### config.mk
export PLATFORM = sky130hd
export DESIGN_NAME = clkcfg_twi_slave
export DESIGN_NICKNAME = d
export VERILOG_FILES = /design/src/rtl/clkcfg_pkg.sv /design/src/rtl/twi_line_sync.sv /design/src/rtl/twi_slave_fsm.sv /design/src/rtl/clkcfg_regbank.sv /design/src/rtl/clkcfg_twi_slave.sv
export SDC_FILE = /design/constraint.sdc
export NUM_CORES = 1
export LEC_CHECK = 0
export ABC_AREA = 1
export BUFFER_PORTS_ARGS = -buffer_cell sky130_fd_sc_hd__buf_2
export CAP_MARGIN = 40
export CORE_MARGIN = 1
export CORE_UTILIZATION = 30
export CTS_CLUSTER_DIAMETER = 120
export DETAILED_ROUTE_END_ITERATION = 8
export SLEW_MARGIN = 20
export SYNTH_ARGS = -nofsm -noshare
export SYNTH_HDL_FRONTEND = slang
export SYNTH_SLANG_ARGS = --single-unit
### constraint.sdc
create_clock -name clk -period 2.3 [get_ports clk]
set_input_delay 0.115 -clock clk [delete_from_list [all_inputs] [get_ports clk]]
set_output_delay 0.115 -clock clk [all_outputs]
set_load 0.02 [all_outputs]
### src/rtl/clkcfg_pkg.sv
// Package: shared constants, the state type and register reset values
// for the clock-configuration two-wire slave.
package clkcfg_pkg;

    localparam int unsigned IDX_W = 5;            // width of the command offset field

    // Control field placement (decoded by the clock outputs downstream).
    localparam int unsigned OE_REG       = 0;
    localparam int unsigned OE_A_BIT     = 3;
    localparam int unsigned OE_B_BIT     = 4;
    localparam int unsigned SPREAD_REG   = 2;
    localparam int unsigned SPR_EN_BIT   = 2;
    localparam int unsigned SPR_SEL_BIT  = 7;
    localparam int unsigned TEST_REG     = 6;
    localparam int unsigned TST_MODE_BIT = 6;
    localparam int unsigned TST_SEL_BIT  = 7;

    localparam logic [3:0] REVISION_CODE = 4'h0;
    localparam logic [3:0] VENDOR_CODE   = 4'h1;

    typedef enum logic [2:0] {
        ST_IDLE,    // bus free
        ST_ADDR,    // receiving address byte
        ST_CMD,     // receiving command byte
        ST_COUNT,   // receiving block-write count
        ST_WDATA,   // receiving data bytes
        ST_TX,      // sending bytes to the host
        ST_WAIT     // not addressed; wait for start or stop
    } twi_state_e;

    // Reset value of register idx; the last one is the identity byte.
    function automatic logic [7:0] reg_default(int unsigned idx);
        case (idx)
            0:       return 8'h7C;
            2:       return 8'hEB;
            3:       return 8'hAF;
            4:       return 8'h01;
            6:       return 8'h13;
            7:       return {REVISION_CODE, VENDOR_CODE};
            default: return 8'h00;
        endcase
    endfunction

endpackage

### src/rtl/twi_line_sync.sv
// Module: twi_line_sync
// Brings SCL and SDA into the system clock domain through a parameterized
// flip-flop chain. It then flags SCL edges and start/stop conditions, each
// as a one-cycle pulse.
// Assumes the system clock oversamples SCL by at least 16x, so that one
// SCL level lasts many system cycles.
module twi_line_sync #(
    parameter int unsigned STAGES = 2
) (
    input  logic clk,
    input  logic rst_n,
    input  logic scl_raw,
    input  logic sda_raw,
    output logic sda_q,
    output logic scl_rise,
    output logic scl_fall,
    output logic start_det,
    output logic stop_det
);
    logic [STAGES-1:0] scl_chain;
    logic [STAGES-1:0] sda_chain;
    logic              scl_prev;
    logic              sda_prev;
    logic              scl_q;

    // Synchronizer chains; the idle bus level is high.
    always_ff @(posedge clk) begin
        if (!rst_n) begin
            scl_chain <= '1;
            sda_chain <= '1;
        end else begin
            scl_chain <= {scl_chain[STAGES-2:0], scl_raw};
            sda_chain <= {sda_chain[STAGES-2:0], sda_raw};
        end
    end

    assign scl_q = scl_chain[STAGES-1];
    assign sda_q = sda_chain[STAGES-1];

    // One-cycle history for edge detection.
    always_ff @(posedge clk) begin
        if (!rst_n) begin
            scl_prev <= 1'b1;
            sda_prev <= 1'b1;
        end else begin
            scl_prev <= scl_q;
            sda_prev <= sda_q;
        end
    end

    assign scl_rise  = scl_q & ~scl_prev;
    assign scl_fall  = ~scl_q & scl_prev;
    assign start_det = scl_q & scl_prev & sda_prev & ~sda_q;
    assign stop_det  = scl_q & scl_prev & ~sda_prev & sda_q;

endmodule

### src/rtl/twi_slave_fsm.sv
// Module: twi_slave_fsm
// Byte-level protocol engine. It matches the address, decodes the command
// (single/block, chip-select, offset), takes the block count, issues
// register writes and serializes read bytes. It drives SDA low for
// acknowledges and zero bits, and changes the drive only on SCL falling edges.
// Assumes line events come from twi_line_sync and that rd_data is a
// combinational function of rd_idx.
module twi_slave_fsm
    import clkcfg_pkg::*;
#(
    parameter logic [6:0]  DEV_ADDR = 7'h69,
    parameter int unsigned NREGS    = 8
) (
    input  logic             clk,
    input  logic             rst_n,
    input  logic             sda_q,
    input  logic             scl_rise,
    input  logic             scl_fall,
    input  logic             start_det,
    input  logic             stop_det,
    output logic             sda_low,
    output logic             wr_en,
    output logic [IDX_W-1:0] wr_idx,
    output logic [7:0]       wr_data,
    output logic [IDX_W-1:0] rd_idx,
    input  logic [7:0]       rd_data
);
    localparam logic [7:0] COUNT_BYTE = 8'(NREGS);

    twi_state_e       state;
    twi_state_e       ret_state;
    logic [3:0]       bit_cnt;
    logic [7:0]       sh;
    logic             ack_ph;
    logic             blk;
    logic             cmd_ok;
    logic             cnt_pend;
    logic             m_nack;
    logic [IDX_W-1:0] wptr;
    logic [IDX_W-1:0] rptr;
    logic [7:0]       wleft;
    logic [7:0]       tx_byte;

    // Pointer advance that sticks at the top of the offset range.
    function automatic logic [IDX_W-1:0] sat_inc(logic [IDX_W-1:0] x);
        return (x == '1) ? x : x + 1'b1;
    endfunction

    assign rd_idx  = rptr;
    assign tx_byte = cnt_pend ? COUNT_BYTE : rd_data;

    // Protocol sequencing, bit shifting and register write strobes.
    always_ff @(posedge clk) begin
        if (!rst_n) begin
            state     <= ST_IDLE;
            ret_state <= ST_IDLE;
            bit_cnt   <= '0;
            sh        <= '0;
            ack_ph    <= 1'b0;
            blk       <= 1'b0;
            cmd_ok    <= 1'b0;
            cnt_pend  <= 1'b0;
            m_nack    <= 1'b0;
            wptr      <= '0;
            rptr      <= '0;
            wleft     <= '0;
            sda_low   <= 1'b0;
            wr_en     <= 1'b0;
            wr_idx    <= '0;
            wr_data   <= '0;
        end else begin
            wr_en <= 1'b0;
            if (stop_det) begin
                state   <= ST_IDLE;
                cmd_ok  <= 1'b0;
                ack_ph  <= 1'b0;
                sda_low <= 1'b0;
            end else if (start_det) begin
                state   <= ST_ADDR;
                bit_cnt <= '0;
                ack_ph  <= 1'b0;
                sda_low <= 1'b0;
            end else begin
                case (state)
                    ST_ADDR, ST_CMD, ST_COUNT, ST_WDATA: begin
                        if (!ack_ph) begin
                            if (scl_rise) begin
                                sh      <= {sh[6:0], sda_q};
                                bit_cnt <= bit_cnt + 1'b1;
                            end else if (scl_fall && bit_cnt == 4'd8) begin
                                ack_ph <= 1'b1;
                                case (state)
                                    ST_ADDR: begin
                                        if (sh[7:1] == DEV_ADDR && !sh[0]) begin
                                            sda_low   <= 1'b1;
                                            ret_state <= ST_CMD;
                                        end else if (sh[7:1] == DEV_ADDR && cmd_ok) begin
                                            sda_low   <= 1'b1;
                                            ret_state <= ST_TX;
                                            cnt_pend  <= blk;
                                        end else begin
                                            ret_state <= ST_WAIT;
                                        end
                                    end
                                    ST_CMD: begin
                                        if (sh[6:5] != 2'b00 ||
                                            (!sh[7] && sh[4:0] != 5'd0)) begin
                                            ret_state <= ST_WAIT;
                                        end else begin
                                            sda_low   <= 1'b1;
                                            blk       <= ~sh[7];
                                            cmd_ok    <= 1'b1;
                                            rptr      <= sh[IDX_W-1:0];
                                            wptr      <= sh[IDX_W-1:0];
                                            wleft     <= 8'd1;
                                            ret_state <= sh[7] ? ST_WDATA : ST_COUNT;
                                        end
                                    end
                                    ST_COUNT: begin
                                        sda_low   <= 1'b1;
                                        wleft     <= sh;
                                        wptr      <= '0;
                                        ret_state <= ST_WDATA;
                                    end
                                    default: begin
                                        sda_low   <= 1'b1;
                                        ret_state <= ST_WDATA;
                                        if (wleft != 8'd0) begin
                                            wr_en   <= 1'b1;
                                            wr_idx  <= wptr;
                                            wr_data <= sh;
                                            wleft   <= wleft - 1'b1;
                                            wptr    <= sat_inc(wptr);
                                        end
                                    end
                                endcase
                            end
                        end else if (scl_fall) begin
                            ack_ph  <= 1'b0;
                            bit_cnt <= '0;
                            state   <= ret_state;
                            if (ret_state == ST_TX) begin
                                sh      <= tx_byte;
                                sda_low <= ~tx_byte[7];
                                if (cnt_pend) cnt_pend <= 1'b0;
                                else          rptr     <= sat_inc(rptr);
                            end else begin
                                sda_low <= 1'b0;
                            end
                        end
                    end
                    ST_TX: begin
                        if (!ack_ph) begin
                            if (scl_rise) begin
                                bit_cnt <= bit_cnt + 1'b1;
                            end else if (scl_fall) begin
                                if (bit_cnt == 4'd8) begin
                                    sda_low <= 1'b0;
                                    ack_ph  <= 1'b1;
                                end else begin
                                    sh      <= {sh[6:0], 1'b0};
                                    sda_low <= ~sh[6];
                                end
                            end
                        end else begin
                            if (scl_rise) begin
                                m_nack <= sda_q;
                            end else if (scl_fall) begin
                                ack_ph  <= 1'b0;
                                bit_cnt <= '0;
                                if (m_nack) begin
                                    state <= ST_WAIT;
                                end else begin
                                    sh      <= tx_byte;
                                    sda_low <= ~tx_byte[7];
                                    if (cnt_pend) cnt_pend <= 1'b0;
                                    else          rptr     <= sat_inc(rptr);
                                end
                            end
                        end
                    end
                    default: ;
                endcase
            end
        end
    end

endmodule

### src/rtl/clkcfg_regbank.sv
// Module: clkcfg_regbank
// Control register array with reset defaults. The last register holds a
// constant identity byte. Writes to that register or to any index past the
// array are dropped; reads past the array return zero. It also decodes
// the six control bits.
// Assumes one write strobe per cycle from the protocol engine.
module clkcfg_regbank
    import clkcfg_pkg::*;
#(
    parameter int unsigned NREGS = 8
) (
    input  logic             clk,
    input  logic             rst_n,
    input  logic             wr_en,
    input  logic [IDX_W-1:0] wr_idx,
    input  logic [7:0]       wr_data,
    input  logic [IDX_W-1:0] rd_idx,
    output logic [7:0]       rd_data,
    output logic             out_en_a,
    output logic             out_en_b,
    output logic             spread_en,
    output logic             spread_sel,
    output logic             test_mode,
    output logic             test_sel
);
    localparam int unsigned AW = $clog2(NREGS);

    logic [NREGS-1:0][7:0] regs;

    for (genvar g = 0; g < NREGS; g++) begin : g_reg
        if (g == NREGS - 1) begin : g_ro
            assign regs[g] = reg_default(g);
        end else begin : g_rw
            logic [7:0] q;
            // Writable register with its reset default.
            always_ff @(posedge clk) begin
                if (!rst_n)                                q <= reg_default(g);
                else if (wr_en && wr_idx == IDX_W'(g))     q <= wr_data;
            end
            assign regs[g] = q;
        end
    end

    // Read mux with zero fill beyond the array.
    always_comb begin
        rd_data = 8'h00;
        if (rd_idx < IDX_W'(NREGS)) rd_data = regs[rd_idx[AW-1:0]];
    end

    assign out_en_a   = regs[OE_REG][OE_A_BIT];
    assign out_en_b   = regs[OE_REG][OE_B_BIT];
    assign spread_en  = regs[SPREAD_REG][SPR_EN_BIT];
    assign spread_sel = regs[SPREAD_REG][SPR_SEL_BIT];
    assign test_mode  = regs[TEST_REG][TST_MODE_BIT];
    assign test_sel   = regs[TEST_REG][TST_SEL_BIT];

endmodule

### src/rtl/clkcfg_twi_slave.sv
// Module: clkcfg_twi_slave (top)
// Two-wire configuration slave for a clock device: line synchronizer,
// protocol engine and control register bank.
// Assumes an external open-drain pad: sda_drive_low pulls SDA low, and
// sda_in carries the resolved wire level.
module clkcfg_twi_slave
    import clkcfg_pkg::*;
#(
    parameter logic [6:0]  DEV_ADDR    = 7'h69,
    parameter int unsigned NREGS       = 8,
    parameter int unsigned SYNC_STAGES = 2
) (
    input  logic clk,
    input  logic rst_n,
    input  logic scl_in,
    input  logic sda_in,
    output logic sda_drive_low,
    output logic out_en_a,
    output logic out_en_b,
    output logic spread_en,
    output logic spread_sel,
    output logic test_mode,
    output logic test_sel
);
    logic             sda_q;
    logic             scl_rise;
    logic             scl_fall;
    logic             start_det;
    logic             stop_det;
    logic             wr_en;
    logic [IDX_W-1:0] wr_idx;
    logic [7:0]       wr_data;
    logic [IDX_W-1:0] rd_idx;
    logic [7:0]       rd_data;

    twi_line_sync #(.STAGES(SYNC_STAGES)) i_sync (
        .clk       (clk),
        .rst_n     (rst_n),
        .scl_raw   (scl_in),
        .sda_raw   (sda_in),
        .sda_q     (sda_q),
        .scl_rise  (scl_rise),
        .scl_fall  (scl_fall),
        .start_det (start_det),
        .stop_det  (stop_det)
    );

    twi_slave_fsm #(.DEV_ADDR(DEV_ADDR), .NREGS(NREGS)) i_fsm (
        .clk       (clk),
        .rst_n     (rst_n),
        .sda_q     (sda_q),
        .scl_rise  (scl_rise),
        .scl_fall  (scl_fall),
        .start_det (start_det),
        .stop_det  (stop_det),
        .sda_low   (sda_drive_low),
        .wr_en     (wr_en),
        .wr_idx    (wr_idx),
        .wr_data   (wr_data),
        .rd_idx    (rd_idx),
        .rd_data   (rd_data)
    );

    clkcfg_regbank #(.NREGS(NREGS)) i_regs (
        .clk        (clk),
        .rst_n      (rst_n),
        .wr_en      (wr_en),
        .wr_idx     (wr_idx),
        .wr_data    (wr_data),
        .rd_idx     (rd_idx),
        .rd_data    (rd_data),
        .out_en_a   (out_en_a),
        .out_en_b   (out_en_b),
        .spread_en  (spread_en),
        .spread_sel (spread_sel),
        .test_mode  (test_mode),
        .test_sel   (test_sel)
    );

endmodule

Yosys cells after proc, flatten, opt, wreduce, memory -nomap -nowiden
Index checks and enable logic that the tools add are counted.
{ "classes": {"reduce_logical": 40, "n_bitwise": 24, "n_lt_le_gt_ge": 2, "n_addsub": 4, "mux": 97, "n_eq_ne": 46} }
{ "op_table": {"columns": ["op", "n"], "rows": [
  ["two-way mux 8 bit", 16],
  ["two-way mux 5 bit", 15],
  ["two-way mux 1 bit", 38],
  ["!= test 3 x 1 -> 1 bit, second input constant", 10],
  ["two-way mux 3 bit", 9],
  ["binary-select mux 8 bit (select 3 bit)", 1],
  ["two-way mux 4 bit", 6],
  ["case mux 8 bit (3 select lines)", 1],
  ["AND reduction 7 bit", 3],
  ["AND reduction 10 bit", 2],
  ["AND reduction 9 bit", 2],
  ["NOT 1 bit", 17],
  ["case mux 8 bit (2 select lines)", 1],
  ["AND reduction 8 bit", 2],
  ["equality test 5 x 3 -> 1 bit, second input constant", 3],
  ["!= test 3 bit, second input constant", 5],
  ["case mux 5 bit (3 select lines)", 1],
  ["AND reduction 14 bit", 1],
  ["AND reduction 13 bit", 1],
  ["!= test 3 x 2 -> 1 bit, second input constant", 4],
  ["case mux 3 bit (2 select lines)", 2],
  ["logical AND 1 bit", 11],
  ["adder 5 x 1 -> 5 bit, second input constant", 2],
  ["equality test 5 x 2 -> 1 bit, second input constant", 2],
  ["other kinds (35)", 58]
]} }
{ "word_totals": {"wordCells": 241, "ff_bits": 118} }

Depth between registers and ports, before layout
Gate-level depths: netlist of the first run.
{ "logic_depth": {"word_depth": 10, "mapped_depth": 14, "depth_no_buf": 14} }

Modules after synthesis
Synthesis of the first run repeated with hierarchy kept, for this count alone.
{ "hier_totals": {"cells_unflattened": 1032, "hier_area_um2": 6602.6} }
{ "by_module_without_submodules": {"columns": ["mod", "n_inst", "cells_per_inst", "seq_area_each_um2", "area_per_inst_um2"], "rows": [
  ["twi_slave_fsm", 1, 548, 1121.1, 3545.9],
  ["clkcfg_regbank", 1, 457, 1121.1, 2857.7],
  ["twi_line_sync", 1, 27, 120.1, 198.9]
]} }

Worst setup path after synthesis of the first run
OpenSTA, ideal clock, no wires.
{ "synth_timing": {"kind": "reg-to-reg", "from": "register i_fsm.bit_cnt[0]", "to": "register i_fsm.wr_data[1]", "arrival_ns": 1.502, "path_slack_ns": 0.679, "path_buffers": 1, "required_ns": 2.181, "setup_time_ns": 0.119, "path_stages_with_launch": 13, "cell_sequence": "dfxtp_1 inv_1 ha_1 nand2_1 nor2_1 nand3_1 inv_2 nand3_4 inv_2 nand2_2 inv_2 buf_2 a21oi_1"} }
{ "synth_between": {"elab_chain_len": 3} }
{ "synth_rtl": {"columns": ["item", "line_no", "text"], "rows": [
  ["from (decl)", "twi_slave_fsm.sv:32", "logic [3:0] bit_cnt;"],
  ["from (signal assigned)", "twi_slave_fsm.sv:89", "bit_cnt <= bit_cnt + 1'b1;"],
  ["from (signal assigned)", "twi_slave_fsm.sv:155", "bit_cnt <= bit_cnt + 1'b1;"],
  ["equality test 4 bit", "twi_slave_fsm.sv:90", "end else if (scl_fall && bit_cnt == 4'd8) begin"],
  ["logical AND 1 bit", "twi_slave_fsm.sv:90", null],
  ["AND reduction 8 bit (no line)", null, null],
  ["to (signal assigned)", "twi_slave_fsm.sv:131", "wr_data <= sh;"],
  ["to (decl)", "twi_slave_fsm.sv:24", "output logic [7:0] wr_data,"]
]} }
Every way passes these cells.
A chain may end at the register's enable or synchronous reset.

Final worst setup path of the first run
Same ends and word-level chain as after synthesis.

==> summary.txt, run 1 <==
Timing
  • Period minus WS final: 1.98 ns
  • Final setup vio count: 0
  • Setup ws final: 0.319 ns
  • Final setup TNS: 0 ns
  • RSZ-0062 raised after global routing: no
  • Max frequency: 0.505 GHz
  • Clock Skews: 0.0117 ns
  • Final Hold Fails: 0
  • Worst slew pin tran: 0.781 ns
  • Pins Over Slew Limit: 0
  • Crit share post-route: 0.861
  • Slew HR: 0.479

Drt
  • DRT Wirelength: 16.1 mm
  • Antenna-violating nets left: 0
  • Drt pass-1 iters: 5
  • Remaining DRCs: 0
  • Routed WL per cell: 13.8 µm
  • Initial drt markers: 492
  • Via count: 5657
  • Drt via density: 4.85

Die
  • Site Rows: 50
  • Die area: 20100 µm²
  • I/O pin count: 11
  • Die width: 142 µm
  • Die height: 142 µm
  • Starting Density: 0.310
  • Core box area: 18900 µm²

Clock network
  • Clock tree buffer depth: 2
  • Post-CTS Resized: 0
  • TritonCTS Buffers: 17
  • Clock Pin Slew Worst Setup and Hold Paths: 0.05 ns
  • CTS sink cnt: 118
  • Root Buffer: clkbuf_16
  • H-tree depth: 4
  • Clk_lat worst skew: 0.42 ns
  • TritonCTS clock tree: yes
  • Post-CTS setup buffers: 0
  • Hold_buf cts: 2

Worst hold path
  • Worst hold path depth: 4
  • Hold EP: i_fsm.bit_cnt[1]
  • Class of the worst hold path: primary input to flop
  • Min-delay src: rst_n

Global routing
  • Antenna violations before repair: 0
  • GRT Total Usage: 0.170
  • Largest net degree at the start of global routing: 94
  • Global-route wire length before repair: 26.5 mm
  • Number of global-route vias before repair: 5148
  • Global route total overflow: 0

Logic synthesis
  • Most common cell in the netlist: nand2_1
  • Synth area leader: dfxtp_1
  • Top cells by area, synth: dfxtp_1 (40%), nand2_1 (11%), nor2_1 (9.4%)
  • Yosys Warn Count: 0
  • Synthesis-stage register bit count: 118
  • EDFF count, synth: 0
  • Primary FF master, synth: dfxtp_1
  • Post-synth top area share: 0.403
  • Gate Count Post-Synth: 876
  • Commonest cells post-synth: nand2_1 (173), nor2_1 (146), dfxtp_1 (118), inv_1 (87), o21ai_0 (86)
  • Async SR Flop Fraction: 0
  • Post-synthesis cell type count: 39
  • Post-Syn Nets: 887
  • Mapped Avg Cell Area: 6.69 µm²
  • Seq/Total Area, Yosys: 0.403
  • Mapped Area: 5860 µm²

Pwr
  • Leakage: 3.01 nW
  • Total Power: 0.00509 W
  • Max IR drop VDD: 0.514 mV
  • Pwr dens: 746 nW/µm²

Cells and area
  • Final Cell Area: 6830 µm²
  • Layout cells sized above 1: 0.104
  • Area Growth Syn to Fin: 16.6%
  • Fill cells: 2039
  • Total Nets Final: 904
  • # diodes: 0
  • Layout Cells excl Fill: 1166

Flow run
  • Max-cap violations: 0

Setup path
  • CP peak stage delay: 0.34 ns
  • Crit end category: flop
  • CP Cell Sequence: inv_1 > ha_1 > nand2_1 > nor2_1 > nand3_1 > inv_2 > nand3_4 > inv_2 > nand2_2 > inv_2 > o21ai_0 > a21oi_1
  • Slowest stage cell, crit path: dfxtp_1
  • Worst EP arrival: 2.34 ns
  • Crit path top cell by count: inv_2
  • Worst r2r path cells: 12
  • Crit Path Max Fanout: 22
  • Startpoint types: flop
  • Worst r2r src: i_fsm.bit_cnt[0]
  • Worst EP required: 2.65 ns
  • Type of the worst setup path: flop to flop
  • R2R setup slack: 0.32 ns
  • Reg-to-Reg End: i_fsm.wr_data[1]

Placement
  • Post-DP Area: 6220 µm²
  • RD Place Congestion: 0.849
  • Dpl hpwl: 11.0 mm
  • Worst slack at placement: 0.346 ns
  • Port bufs: 10
  • Post-placement cell count: 1132

Outcome
  • Status: complete, no violations
per-layer routing:
layer,up-vias,share of wire,GRT usage,wire (µm)
met5,-,0,0,0
met4,0,0.016,0.0577,260
met3,24,0.053,0.0418,855
met2,141,0.45,0.265,7170
met1,2592,0.48,0.229,7790
li1,2900,-,-,-
power by group:
| part | internal (W) | total (W) | switching (W) | leakage [nW] |
|---|---|---|---|---|
| logic | 0.000113 | 0.000363 | 0.000250 | 1.76 |
| registers | 0.00207 | 0.00209 | 0.0000233 | 0.953 |
| clock network | 0.00170 | 0.00264 | 0.000940 | 0.296 |
| total | 0.00388 | 0.00509 | 0.00121 | 3.01 |
stage by stage:
step	utilization	hold WS (ns)
2_1_floorplan	-	0.222
3_3_place_gp	0.329	0.307
3_5_place_dp	0.329	0.305
4_1_cts	0.361	0.182
5_1_grt	0.361	0.213
6_report	0.361	0.202
registers in the layout, summed over array words and instances (netlist names), 3 cells and up:
signal and cells:
i_regs.g.g_rw.q 56, i_fsm.sh 8, i_fsm.wleft 8, i_fsm.wr_data 8, i_fsm.rd_idx 5, i_fsm.wptr 5
i_fsm.wr_idx 5, i_fsm.bit_cnt 4, i_fsm.ret_state 3, i_fsm.state 3
area by class of cell:
cell class / instances / area [µm²] / area share
well taps: 260 / 325 / 0.0477
inverters: 101 / 379 / 0.0555
clock inverters: 9 / 98.8 / 0.0145
repair buffers: 26 / 188 / 0.0275
multi-input cells: 629 / 2990 / 0.437
flip-flops and latches: 118 / 2360 / 0.346
clock buffers: 23 / 488 / 0.0715
worst max-delay path, delay by kind of cell, from the launching register on:
family / cells / cell delay (ns)
flops: 1 / 0.34
buf+inv: 4 / 0.58
fa+ha+maj: 1 / 0.13
simple gates: 5 / 0.61
compound gates: 2 / 0.25
kinds of logic (layout without fill, tap and decap cells):
family                   Yosys count  in the layout  share of synthesized area
adder cells (fa/ha/maj)            7              7                     0.0150
AND/OR/NAND/NOR                  421            421                      0.310
AO/OA/AOI/OAI                    195            195                      0.176
buffers and inverters            129            159                     0.0869
flip-flops                       118            118                      0.403
XOR/XNOR                           6              6                    0.00897
placed cells by master (no fill, tap or decap), types with 3 or more instances in the layout:
cell         n
a21oi_1     62
a22oi_1      4
buf_2       10
buf_4       13
clkbuf_16   17
clkbuf_8     4
clkinv_2     6
dfxtp_1    118
ha_1         7
inv_1       87
inv_2       12
nand2_1    173
nand2_2      4
nand3_1     52
nand3_2      4
nand4_1      9
nor2_1     146
nor2_2       7
nor2_4       3
nor3_1      12
o211ai_1     7
o21ai_0     86
o21ai_1     21
o22ai_1      7
or2_2        4
xor2_1       5
worst max-delay path by stage:
stage / from / endpoint / slack (ns) / depth (start not counted)
after CTS: i_fsm.bit_cnt[0] / i_fsm.wr_data[1] / 0.31 / 12
after floorplan: i_fsm.bit_cnt[0] / i_fsm.wr_data[1] / 0.68 / 12
after global placement: i_fsm.bit_cnt[0] / i_fsm.wr_data[0] / 0.41 / 12
after global routing: i_fsm.bit_cnt[0] / i_fsm.wr_data[1] / 0.03 / 12
final: i_fsm.bit_cnt[0] / i_fsm.wr_data[1] / 0.32 / 12
after detailed placement: i_fsm.bit_cnt[0] / i_fsm.wr_data[1] / 0.35 / 12
Note: power is estimated with default switching activity, not from simulation.
==> run 2: changes to the inputs <==
--- a/config.mk
+++ b/config.mk
@@ -6,12 +6,13 @@
 export NUM_CORES = 1
 export LEC_CHECK = 0
 export ABC_AREA = 1
-export BUFFER_PORTS_ARGS = -buffer_cell sky130_fd_sc_hd__buf_2
+export BUFFER_PORTS_ARGS = -buffer_cell sky130_fd_sc_hd__buf_4
 export CAP_MARGIN = 40
 export CORE_MARGIN = 1
 export CORE_UTILIZATION = 30
 export CTS_CLUSTER_DIAMETER = 120
 export DETAILED_ROUTE_END_ITERATION = 8
+export PLACE_DENSITY = 0.49
 export SLEW_MARGIN = 20
 export SYNTH_ARGS = -nofsm -noshare
 export SYNTH_HDL_FRONTEND = slang
==> summary.txt, run 2 (same netlist as run 1, synthesis figures left out) <==
Timing
  • Max frequency: 0.495 GHz (-1.8%)
  • Final Hold Fails: 0 (unchanged)
  • Pins Over Slew Limit: 0 (unchanged)
  • Period minus WS final: 2.02 ns (+0.0373 ns)
  • Final setup TNS: 0 ns (unchanged)
  • Hold slack: 0.120 ns (-0.0814 ns)
  • Final setup vio count: 0 (unchanged)
  • Clock Skews: 0.00568 ns (-0.00602 ns)
  • Worst slew pin tran: 0.518 ns (-0.263 ns)
  • Crit share post-route: 0.878 (+0.0162)
  • RSZ-0062 raised after global routing: no
  • Slew HR: 0.652 (+0.173)

Setup path
  • Worst EP required: 2.65 ns (about the same)
  • Crit end category: flop
  • Crit Path Max Fanout: 22 (unchanged)
  • Startpoint types: flop
  • Worst EP arrival: 2.37 ns (+0.03 ns)
  • Type of the worst setup path: flop to flop

Die
  • Die height: 142 µm (unchanged)
  • Core box area: 18900 µm² (unchanged)
  • I/O pin count: 11 (unchanged)
  • Starting Density: 0.310 (unchanged)
  • Die area: 20100 µm² (unchanged)
  • Die width: 142 µm (unchanged)
  • Site Rows: 50 (unchanged)

Cells and area
  • Commonest non-fill, non-tap cell in the layout: nand2_1
  • Final Cell Area: 6910 µm² (+1.3%)
  • Max reg flops: 56 (unchanged)
  • Commonest non-fill, non-tap cells in the layout: nand2_1 (173), nor2_1 (146), dfxtp_1 (118)
  • Total Nets Final: 908 (+0.44%)
  • Layout cells sized above 1: 0.108 (+0.00406)
  • Area Growth Syn to Fin: 18.0%
  • Multi-input logic area: 2990 µm² (unchanged)
  • Biggest register: i_regs.g.g_rw.q
  • # diodes: 0 (unchanged)
  • Fill cells: 2035 (-0.20%)
  • FF+latch area: 2360 µm² (unchanged)

Global routing
  • Number of global-route vias before repair: 5063 (-1.7%)
  • Antenna violations before repair: 0 (unchanged)
  • Global-route wire length before repair: 26.9 mm (+1.3%)
  • Global route total overflow: 0 (unchanged)
  • GRT Total Usage: 0.174 (+0.00412)
  • Largest net degree at the start of global routing: 94 (unchanged)

Pwr
  • Max IR drop VDD: 0.357 mV (-30%)
  • Leakage: 3.04 nW (+1.0%)
  • Pwr dens: 758 nW/µm² (+1.6%)

Placement
  • Dpl hpwl: 11.7 mm (+6.5%)
  • RD Place Congestion: 0.855 (+0.71%)
  • Port bufs: 10 (unchanged)
  • Post-DP Area: 6270 µm² (+0.89%)

Clock network
  • Clock Pin Slew Worst Setup and Hold Paths: 0.05 ns (about the same)
  • Post-CTS Resized: 0 (unchanged)
  • Root Buffer: clkbuf_16
  • Clk_lat worst skew: 0.41 ns (about the same)
  • Clock tree buffer depth: 2 (unchanged)
  • H-tree depth: 4 (unchanged)
  • TritonCTS Buffers: 17 (unchanged)
  • Post-CTS setup buffers: 0 (unchanged)
  • CTS sink cnt: 118 (unchanged)
  • Hold_buf cts: 2 (unchanged)
  • TritonCTS clock tree: yes

Drt
  • DR top layer: met4
  • Drt pass-1 iters: 5 (unchanged)
  • Routed WL per cell: 14.2 µm (+3.0%)
  • DRT Wirelength: 16.6 mm (+3.2%)
  • Remaining DRCs: 0 (unchanged)
  • Antenna-violating nets left: 0 (unchanged)
  • Via count: 5539 (-2.1%)
  • Met3 WL: 641 µm (-25%)
  • Initial drt markers: 429 (-13%)
  • Post-Route M1 WL: 8.34 mm (+7.0%)
  • Detail Route met2 WL: 7.37 mm (+2.8%)
  • Drt via density: 4.74 (-2.3%)

Outcome
  • Status: complete, no violations

Flow run
  • Max-cap violations: 0 (unchanged)

Worst hold path
  • Class of the worst hold path: primary input to flop
run 2: power breakdown:
| part | internal, W | switching, W | total, W | leakage (nW) |
|---|---|---|---|---|
| Sequential | 0.00207 | 0.0000222 | 0.00209 | 0.953 |
| Clock | 0.00184 | 0.000936 | 0.00277 | 0.301 |
| Combinational | 0.000120 | 0.000258 | 0.000378 | 1.79 |
run 2: path summary, 6_finish.rpt:
kind,start,to,slack [ns],cells after the start
setup / recovery,i_fsm.bit_cnt[0],i_fsm.wr_data[1],0.28,12
hold / removal,rst_n,i_fsm.bit_cnt[3],0.12,3
setup reg to reg,i_fsm.bit_cnt[0],i_fsm.wr_data[1],0.28,12
hold reg to reg,i_sync.scl_chain[0],i_sync.scl_chain[1],0.41,1
run 2: per-stage QoR:
step	power (W)	utilization	instances	worst slack, ns
2_1_floorplan	0.00239	-	876	0.679
3_3_place_gp	0.00251	0.332	1136	0.358
3_5_place_dp	0.00251	0.332	1136	0.318
4_1_cts	0.00529	0.366	1169	0.287
5_1_grt	0.00542	0.366	1169	0.0447
6_report	0.00524	0.366	1169	0.281
run 2: final cells by class:
type | instances | area share
timing repair buffer | 30 | 0.0351
inverter | 101 | 0.0548
multi-input combinational | 629 | 0.432
clock inverter | 8 | 0.0174
tap | 260 | 0.0471
clock buffer | 23 | 0.0720
sequential | 118 | 0.342
run 2: layer usage:
| layer | vias to the layer above | track usage |
|---|---|---|
| li1 | 2901 | - |
| met1 | 2512 | 0.237 |
| met2 | 106 | 0.271 |
| met3 | 20 | 0.0368 |
| met4 | 0 | 0.0617 |
| met5 | - | 0 |
run 2: critical path, cell delays in order, from the launching register on:
cell     delay (ns)
dfxtp_1        0.34
inv_1          0.07
ha_1           0.13
nand2_1        0.06
nor2_1         0.19
nand3_1        0.15
inv_2          0.11
nand3_4        0.12
inv_2          0.14
nand2_2        0.11
inv_2          0.27
o21ai_0        0.13
a21oi_1        0.13
